[src/rtl/cmdseq_pkg.sv]
package cmdseq_pkg;
    parameter int unsigned SLOTS  = 4;
    parameter int unsigned WORD_W = 32;
    parameter int unsigned LEN_W  = 6;
    parameter int unsigned GAP_W  = 16;
    parameter int unsigned LOOP_W = 8;

    localparam int unsigned SLOT_W = $clog2(SLOTS);
    localparam int unsigned CNT_W  = LEN_W + 1;

    typedef struct packed {
        logic [WORD_W-1:0] word;
        logic [LEN_W-1:0]  len;
        logic [GAP_W-1:0]  gap;
    } step_t;

    typedef enum logic [1:0] {
        PH_IDLE = 2'd0,
        PH_SEND = 2'd1,
        PH_GAP  = 2'd2
    } phase_t;

    // Number of cycles a step's command part takes (zero length still takes one)
    function automatic logic [CNT_W-1:0] eff_len(input logic [LEN_W-1:0] len);
        if (len == '0)
            return CNT_W'(1);
        else if (len > LEN_W'(WORD_W))
            return CNT_W'(WORD_W);
        else
            return {1'b0, len};
    endfunction

    // Left-justify the active bits so the MSB of the command sits at the top
    function automatic logic [WORD_W-1:0] align_word(input logic [WORD_W-1:0] w,
                                                     input logic [LEN_W-1:0]  len);
        logic [CNT_W-1:0] n;
        n = eff_len(len);
        if (len == '0)
            return '0;
        return w << (WORD_W - int'(n));
    endfunction
endpackage

[src/rtl/cmdseq_store.sv]
module cmdseq_store
    import cmdseq_pkg::*;
(
    input  logic                     clk,
    input  logic                     rst,
    input  logic                     we_i,
    input  logic [SLOT_W-1:0]        waddr_i,
    input  step_t                    wstep_i,
    output step_t [SLOTS-1:0]        table_o
);
    generate
        for (genvar g = 0; g < SLOTS; g++) begin : g_slot
            always_ff @(posedge clk) begin
                if (rst)
                    table_o[g] <= '0;
                else if (we_i && waddr_i == SLOT_W'(g))
                    table_o[g] <= wstep_i;
            end
        end
    endgenerate
endmodule

[src/rtl/cmdseq_shifter.sv]
module cmdseq_shifter
    import cmdseq_pkg::*;
(
    input  logic              clk,
    input  logic              rst,
    input  logic              load_i,
    input  logic [WORD_W-1:0] word_i,
    input  logic [LEN_W-1:0]  len_i,
    input  logic              shift_i,
    output logic              bit_o,
    output logic              last_o
);
    logic [WORD_W-1:0] sreg_q;
    logic [CNT_W-1:0]  cnt_q;

    always_ff @(posedge clk) begin
        if (rst) begin
            sreg_q <= '0;
            cnt_q  <= '0;
        end else if (load_i) begin
            sreg_q <= align_word(word_i, len_i);
            cnt_q  <= eff_len(len_i);
        end else if (shift_i) begin
            sreg_q <= sreg_q << 1;
            cnt_q  <= cnt_q - CNT_W'(1);
        end
    end

    assign bit_o  = sreg_q[WORD_W-1];
    assign last_o = (cnt_q == CNT_W'(1));
endmodule

[src/rtl/cmdseq_ctrl.sv]
module cmdseq_ctrl
    import cmdseq_pkg::*;
(
    input  logic              clk,
    input  logic              rst,
    input  logic              start_i,
    input  logic [SLOT_W-1:0] last_i,
    input  logic [LOOP_W-1:0] loops_i,
    input  logic [GAP_W-1:0]  gap_i,
    input  logic              sh_last_i,
    output logic              load_o,
    output logic              shift_o,
    output logic [SLOT_W-1:0] step_o,
    output logic [SLOT_W-1:0] nxt_o,
    output logic              busy_o,
    output logic              done_o,
    output logic [LOOP_W-1:0] loop_o
);
    phase_t            phase_q;
    logic [SLOT_W-1:0] last_q;
    logic [LOOP_W-1:0] loops_q;
    logic [GAP_W-1:0]  gcnt_q;
    logic              go_run, go_zero, advance, final_step;

    assign go_run     = (phase_q == PH_IDLE) && start_i && (loops_i != '0);
    assign go_zero    = (phase_q == PH_IDLE) && start_i && (loops_i == '0);
    assign advance    = ((phase_q == PH_SEND) && sh_last_i && (gap_i == '0)) ||
                        ((phase_q == PH_GAP)  && (gcnt_q == GAP_W'(1)));
    assign final_step = (step_o == last_q) && (loop_o == loops_q - LOOP_W'(1));

    assign nxt_o   = (phase_q == PH_IDLE || step_o == last_q) ? '0 : step_o + SLOT_W'(1);
    assign load_o  = go_run || (advance && !final_step);
    assign shift_o = (phase_q == PH_SEND);
    assign busy_o  = (phase_q != PH_IDLE);

    always_ff @(posedge clk) begin
        if (rst) begin
            phase_q <= PH_IDLE;
            last_q  <= '0;
            loops_q <= '0;
            gcnt_q  <= '0;
            step_o  <= '0;
            loop_o  <= '0;
            done_o  <= 1'b0;
        end else begin
            done_o <= go_zero || (advance && final_step);
            unique case (phase_q)
                PH_IDLE: begin
                    if (go_run) begin
                        phase_q <= PH_SEND;
                        last_q  <= last_i;
                        loops_q <= loops_i;
                        step_o  <= '0;
                        loop_o  <= '0;
                    end
                end
                PH_SEND: begin
                    if (sh_last_i && gap_i != '0) begin
                        phase_q <= PH_GAP;
                        gcnt_q  <= gap_i;
                    end
                end
                PH_GAP: begin
                    gcnt_q <= gcnt_q - GAP_W'(1);
                end
                default: phase_q <= PH_IDLE;
            endcase
            if (advance) begin
                if (final_step) begin
                    phase_q <= PH_IDLE;
                end else begin
                    phase_q <= PH_SEND;
                    step_o  <= nxt_o;
                    if (step_o == last_q)
                        loop_o <= loop_o + LOOP_W'(1);
                end
            end
        end
    end

    AST_DONE_PULSE: assert property (@(posedge clk) disable iff (rst)
        done_o |=> !done_o);
    AST_DONE_IDLE: assert property (@(posedge clk) disable iff (rst)
        done_o |-> !busy_o);
    AST_ZERO_LOOPS: assert property (@(posedge clk) disable iff (rst)
        (start_i && !busy_o && loops_i == '0) |=> (done_o && !busy_o));
    AST_START_RUN: assert property (@(posedge clk) disable iff (rst)
        (start_i && !busy_o && loops_i != '0) |=> busy_o);
    AST_LOOP_RANGE: assert property (@(posedge clk) disable iff (rst)
        busy_o |-> (loop_o < loops_q));
endmodule

[src/rtl/cmdseq_top.sv]
module cmdseq_top
    import cmdseq_pkg::*;
(
    input  logic              clk,
    input  logic              rst,
    input  logic              cfg_we,
    input  logic [SLOT_W-1:0] cfg_slot,
    input  logic [WORD_W-1:0] cfg_word,
    input  logic [LEN_W-1:0]  cfg_len,
    input  logic [GAP_W-1:0]  cfg_gap,
    input  logic [SLOT_W-1:0] cfg_last,
    input  logic [LOOP_W-1:0] cfg_loops,
    input  logic              start,
    output logic              ser_out,
    output logic              busy,
    output logic              done,
    output logic [LOOP_W-1:0] loop_idx
);
    step_t [SLOTS-1:0] table_w;
    step_t             wstep;
    logic              load, shift, bit_w, sh_last;
    logic [SLOT_W-1:0] step_idx, nxt_idx;

    assign wstep = '{word: cfg_word, len: cfg_len, gap: cfg_gap};

    cmdseq_store u_store (
        .clk     (clk),
        .rst     (rst),
        .we_i    (cfg_we && !busy),
        .waddr_i (cfg_slot),
        .wstep_i (wstep),
        .table_o (table_w)
    );

    cmdseq_shifter u_shift (
        .clk     (clk),
        .rst     (rst),
        .load_i  (load),
        .word_i  (table_w[nxt_idx].word),
        .len_i   (table_w[nxt_idx].len),
        .shift_i (shift),
        .bit_o   (bit_w),
        .last_o  (sh_last)
    );

    cmdseq_ctrl u_ctrl (
        .clk       (clk),
        .rst       (rst),
        .start_i   (start),
        .last_i    (cfg_last),
        .loops_i   (cfg_loops),
        .gap_i     (table_w[step_idx].gap),
        .sh_last_i (sh_last),
        .load_o    (load),
        .shift_o   (shift),
        .step_o    (step_idx),
        .nxt_o     (nxt_idx),
        .busy_o    (busy),
        .done_o    (done),
        .loop_o    (loop_idx)
    );

    assign ser_out = shift && bit_w;

    AST_LINE_LOW_IDLE: assert property (@(posedge clk) disable iff (rst)
        !busy |-> !ser_out);
endmodule

[config.mk]
export PLATFORM = sky130hd
export DESIGN_NAME = cmdseq_top
export DESIGN_NICKNAME = d
export VERILOG_FILES = /design/src/rtl/cmdseq_pkg.sv /design/src/rtl/cmdseq_store.sv /design/src/rtl/cmdseq_shifter.sv /design/src/rtl/cmdseq_ctrl.sv /design/src/rtl/cmdseq_top.sv
export SDC_FILE = /design/constraint.sdc
export NUM_CORES = 1
export LEC_CHECK = 0
export CAP_MARGIN = 20
export CORE_MARGIN = 5
export CORE_UTILIZATION = 35
export CTS_BUF_LIST = sky130_fd_sc_hd__clkbuf_4 sky130_fd_sc_hd__clkbuf_8
export CTS_CLUSTER_SIZE = 40
export DETAILED_ROUTE_END_ITERATION = 8
export PLACE_DENSITY_LB_ADDON = 0.08
export SKIP_LAST_GASP = 1
export SLEW_MARGIN = 20
export SYNTH_ARGS = -nofsm -noshare
export SYNTH_HDL_FRONTEND = slang
export SYNTH_SLANG_ARGS = --single-unit
[constraint.sdc]
create_clock -name clk -period 3.95 [get_ports clk]
set_clock_uncertainty 0.1 [all_clocks]
set_input_delay 0.5925 -clock clk [delete_from_list [all_inputs] [get_ports clk]]
set_output_delay 0.5925 -clock clk [all_outputs]
set_load 0.01 [all_outputs]
-- Yosys cells after proc, flatten, opt, wreduce, memory -nomap -nowiden
Cells that the tools add are included.
W data, S select, Z words.
- register bits after elaboration: 294
- eq/ne operators: 13
- magnitude comparators: 3
- muxes and demuxes: 34
- add/subtract/negate cells: 6
- reduce and logical (&&, ||, !) cells: 35
- shift operators: 1
- operator list (operator ; count):
    $bmux W54 S2 ; 2
    $mux W32 ; 4
    $mux W54 ; 1
    $mux W8 ; 5
    $mux W7 ; 5
    $mux W16 ; 2
    $pmux W16 S2 ; 1
    $shl A32 B32 Y32 ; 1
    $eq A16 B1 Y1 const B ; 1
    $logic_and A1 B1 Y1 ; 16
    $logic_not A16 Y1 ; 1
    $mux W2 ; 8
    $reduce_bool A16 Y1 ; 1
    $sub A16 B1 Y16 const B ; 1
    $add A8 B1 Y8 const B ; 1
    $eq A8 B8 Y1 ; 1
    $logic_not A8 Y1 ; 1
    $reduce_bool A8 Y1 ; 1
    $sub A6 B7 Y8 const A ; 1
    $sub A8 B1 Y8 const B ; 1
    $eq A7 B1 Y1 const B ; 1
    $sub A7 B1 Y7 const B ; 1
    $eq A2 B2 Y1 const B ; 3
    $gt A6 B6 Y1 const B ; 1
    16 further kinds ; 31

-- Longest topological paths before layout
- depth in word-level cells: 14
- depth in mapped cells: 21
- mapped depth without buffers: 14

-- By module
From an unflattened synthesis, not the netlist that was laid out.
- cells, all modules: 1566
- area, all modules: 15860.2 um2
- by module, submodules not included (module ; seq. area each (um2) ; area an instance (um2) ; cells each ; instances):
    cmdseq_store ; 4324.1 ; 8608.3 ; 762 ; 1
    cmdseq_shifter ; 780.7 ; 3575.9 ; 435 ; 1
    cmdseq_ctrl ; 780.7 ; 2337.2 ; 301 ; 1
    cmdseq_top ; 0.0 ; 1338.8 ; 68 ; 1

-- Least setup slack after synthesis
Ideal clock, no wire load.
- path type: reg2reg
- start point: reg u_ctrl.step_o[1]
- end point: reg u_shift.sreg_q[29]
- data arrival time: 4.126 ns
- path slack: -0.402 ns
- setup time: 0.127 ns
- stages on the path, launching flop included: 19
- data required time: 3.723 ns
- path buffers: 4
- period minus slack after synthesis: 4.352 ns
- cells stage by stage: dfxtp_1 -> buf_6 -> xor2_2 -> buf_6 -> o211a_1 -> a2111oi_2 -> o22ai_2 -> o31ai_4 -> buf_6 -> nand2_1 -> ha_1 -> nand3_1 -> clkbuf_1 -> nor2_1 -> a311oi_1 -> a21boi_0 -> o32ai_2 -> mux2i_1 -> o22ai_1
- cells in the longest elaborated chain, start to end: 14
- ends and longest elaborated chain (element ; line ; RTL):
    from (decl) ; cmdseq_ctrl.sv:13 ; output logic [SLOT_W-1:0] step_o,
    from (signal assigned) ; cmdseq_ctrl.sv:73 ; step_o <= nxt_o;
    parallel branches: the longest is 14 deep, another holds $sub A6 B7 Y8 ; - ;
    to (signal assigned) ; cmdseq_shifter.sv:21 ; sreg_q <= align_word(word_i, len_i);
    to (signal assigned) ; cmdseq_shifter.sv:24 ; sreg_q <= sreg_q << 1;
    to (decl) ; cmdseq_shifter.sv:13 ; logic [WORD_W-1:0] sreg_q;
Several ways; the timed one is not identified. The select of a mux whose other input is x is not followed.
A chain may end at the register's enable or synchronous reset.

-- Worst setup path in the final report
- start point: reg u_ctrl.last_q[0]
- end point: reg u_shift.sreg_q[23]
- cells in the longest elaborated chain, start to end: 14
- ends and longest elaborated chain (element ; line ; RTL):
    from (decl) ; cmdseq_ctrl.sv:20 ; logic [SLOT_W-1:0] last_q;
    from (signal assigned) ; cmdseq_ctrl.sv:51 ; last_q <= last_i;
    $eq A2 B2 Y1 (*) ; cmdseq_ctrl.sv:29, cmdseq_ctrl.sv:31 ;
    $logic_or A1 B1 Y1 ; cmdseq_ctrl.sv:31 ; assign nxt_o = (phase_q == PH_IDLE || step_o == last_q) ? '0 : step_o + SLOT_W'(1);
    $mux W2 ; cmdseq_ctrl.sv:31 ;
    $bmux W54 S2 ; cmdseq_top.sv:39, cmdseq_top.sv:40 ;
    $mux W54 (implied by the code) ; cmdseq_top.sv:40 ; .len_i (table_w[nxt_idx].len),
    $gt A6 B6 Y1 ; cmdseq_pkg.sv:27 ; else if (len > LEN_W'(WORD_W))
    $mux W6 ; cmdseq_pkg.sv:27 ;
    $mux W7 ; cmdseq_pkg.sv:25 ; if (len == '0)
    $mux W7 ; cmdseq_shifter.sv:20 ; end else if (load_i) begin
    $mux W7 ; cmdseq_shifter.sv:17 ; if (rst) begin
    $sub A6 B7 Y8 ; cmdseq_pkg.sv:40 ; return w << (WORD_W - int'(n));
    $shl A32 B32 Y32 ; cmdseq_pkg.sv:40 ;
    $mux W32 ; cmdseq_pkg.sv:40 ;
    $mux W32 ; cmdseq_shifter.sv:20 ;
Mark *: on every way between the ends. The rest lies on a longest branch, timed or not. The select of a mux whose other input is x is not followed.

==> flow_summary.toml <==
[layout]
area_growth_pct = 22.7
finalNonFillerCells = 2720
final_nets = 2169
antenna_cells = 0
layout-drive-gt1-share_pct = 18.0

[detailed_routing]
vias = 14800
wl_per_cell_um = 19.1
wl_met2_um = 23200
vias_per_cell = 5.42
drt-total-wl_um = 52100
drc = 0
drtIter0Drc = 1126
routed-wl-met3_um = 2910
routed.top_layer = "met5"
wl_met1_um = 24800
drtAntennaViolNets = 0
first_pass_iters = 5

[power]
swShare_pct = 30.9
clock_power_share_pct = 37.7
p_sw_mw = 2.47
leakage_nw = 6.58
power.internal_mw = 5.54
combPwrFrac_pct = 22.2
p_per_area_nw_per_um2 = 421
sequentialPowerShare_pct = 40.1
total_power_mw = 8.02
ir_worst_vdd_uv = 253

[timing]
fin_tns_setup_ps = 0
post-route-min-period_ps = 3840
slew_headroom_pct = 39.2
hold_viol_final = 0
rsz0062_at_grt = "yes"
worst_pin_slew_ps = 912
fmax_mhz = 260
post-route-period-util_pct = 97.2
drv_slew = 0
setup_viol = 0

[synth]
synth-seq-cells = 294
netlist_instances = 1967
synth_top_area_cell = "dfxtp_1"
synth.avg_cell_area_um2 = 7.89
synth.most_common_cell = "nand2_1"
ys_seq_area_share_pct = 37.9
netlist_area_um2 = 15500
synthTopCellsByCount = "nand2_1, dfxtp_1, a21oi_1"
syn-num-nets = 2044
yosys.area.top_type_share_pct = 37.9
synth.distinct_cells = 92
synth_area_leaders = "dfxtp_1, nand2_1, a21oi_1, mux2i_1, mux4_2"
synth_ff_type = "dfxtp_1"
yosys_warnings = 0
async_flop_share_pct = 0
synth_edf_count = 0

[run_status]
status = "finished clean"

[critical_path]
path_cells = "and2b_1 > o22a_2 > buf_4 > nor2_4 > buf_12 > buf_12 > mux2i_1 > o311ai_0 > o211a_1 > mux4_2 > nand2_1 > o311ai_1 > a31oi_1"
cp_max_fo = 34
crit_arrival_ps = 4290
startpoint = "u_ctrl.last_q[0]"
slowest_delay_ps = 520
cpMostUsedCell = "buf_12"
regToRegStartpoint = "u_ctrl.last_q[0]"
critical_path_class = "reg -> reg"
crit_required_ps = 4400
worst_setup_path_end_kind = "register"
critPathLaunchType = "register"
cpMaxStageDelayCell = "mux2i_1"

[min_path]
hold_class = "reg -> reg"
min_from = "u_store.table_o[109]"

[grt]
grt_max_degree = 117
gr-usage-all-layers_pct = 20.8
grt_pass1_wl_um = 80500
grt_antenna_before_repair = 1
overflow = 0
grt_pass1_vias = 14100

[cts]
numCtsBuffers = 54
cts_root_buf = "clkbuf_8"
h-tree-depth = 2
insertion_delay_ps = 650
clockBufferDepth = 3
path_clk_slew_ps = 60
clock_sinks = 294
tritoncts = "done"

[die]
die_area_um2 = 48700
start_util_pct = 35.2
num_io_pins = 81
die-width_um = 221
rows = 77
core_um2 = 44000
fp.dieH_um = 221

[placed_design]
gp_congestion = 0.896
numPortBuffers = 80
dp_cells = 2620
place_hpwl_um = 34200

[job]
maxCapViolCount = 0
[cell type report]
cell class                 count  area, um^2
fill                        4472       25000
multi-input combinational   1503        9150
sequential                   294        5890
timing repair buffer         221        2070
clock buffer                  82        1020
tap                          592         741
clock inverter                10         101
inverter                      18        71.3
[cells by family after synthesis]
| family | Yosys count | synth area share, % |
|---|---|---|
| multiplexers | 154 | 12.2 |
| AND/OR/NAND/NOR | 783 | 21.4 |
| adder cells (fa/ha/maj) | 7 | 0.564 |
| buffers and inverters | 170 | 4.79 |
| XOR/XNOR | 23 | 1.35 |
| flip-flops | 294 | 37.9 |
| AO/OA/AOI/OAI | 536 | 21.8 |
[power groups by stage]
stage | logic, mW | clock network (mW) | registers (mW)
4_1_cts | 1.72 | 3.13 | 3.21
5_1_grt | 1.93 | 3.26 | 3.23
3_5_place_dp | 1.71 | 0 | 3.27
2_1_floorplan | 1.11 | 0 | 3.25
3_3_place_gp | 1.70 | 0 | 3.27
6_report | 1.78 | 3.03 | 3.21
[metrics by stage]
step	hold slack (ps)	utilization, %	cell area, um^2	setup slack (ps)
2_1_floorplan	332	-	15600	1.46
3_3_place_gp	339	40.2	17700	8.26
3_5_place_dp	346	40.2	17700	1.60
4_1_cts	353	42.7	18800	-5.37
5_1_grt	364	43.3	19000	-32.3
6_report	351	43.3	19000	110
[layout by cell type, fill, tap and decap left out, drive strengths merged, types with 32 or more instances in the layout]
master,count
nand2,507
dfxtp,294
a21oi,272
buf,141
nor2,135
mux2i,87
clkbuf,83
clkdlybuf4s50,79
o21ai,62
a211oi,45
mux2,44
nor3,32
[state kept, by name (all words and copies together), names as in the netlist]
| signal | cells |
|---|---|
| u_ctrl.gcnt_q | 16 |
| u_shift.sreg_q | 32 |
| u_ctrl.phase_q | 2 |
| u_ctrl.step_o | 2 |
| u_shift.cnt_q | 7 |
| u_ctrl.loops_q | 8 |
| u_ctrl.done_o | 1 |
| u_ctrl.last_q | 2 |
| u_store.table_o | 216 |
| u_ctrl.loop_o | 8 |
[worst max-delay path: cells and delay by family (launching register included)]
kind	cells	cell delay, ps
AOI/OAI and AO/OA	5	1250
and+or+nand+nor	3	470
muxes	2	1000
DFF	1	350
buffers and inverters	3	540
[what timing repair did]
item | CTS | global route
hold buffers | 0 | 0
resized for setup | 1 | 35
pin swaps | 0 | 6
setup endpoints to repair | 2 | 31
setup buffers | 0 | 8
[layer usage]
metal	vias to the layer above	track usage, %
met4	2	5.64
met3	70	4.12
met1	7076	29.6
li1	7203	-
met5	-	0
met2	400	32.5
[worst paths after layout]
kind                                             end  slack, ps  depth (start not counted)
worst max-delay path              u_shift.sreg_q[23]        110                         13
worst min-delay path            u_store.table_o[109]        350                          2
worst max register to register    u_shift.sreg_q[23]        110                         13
worst min register to register  u_store.table_o[109]        350                          2
No activity file was read; power rests on OpenSTA's default activity.
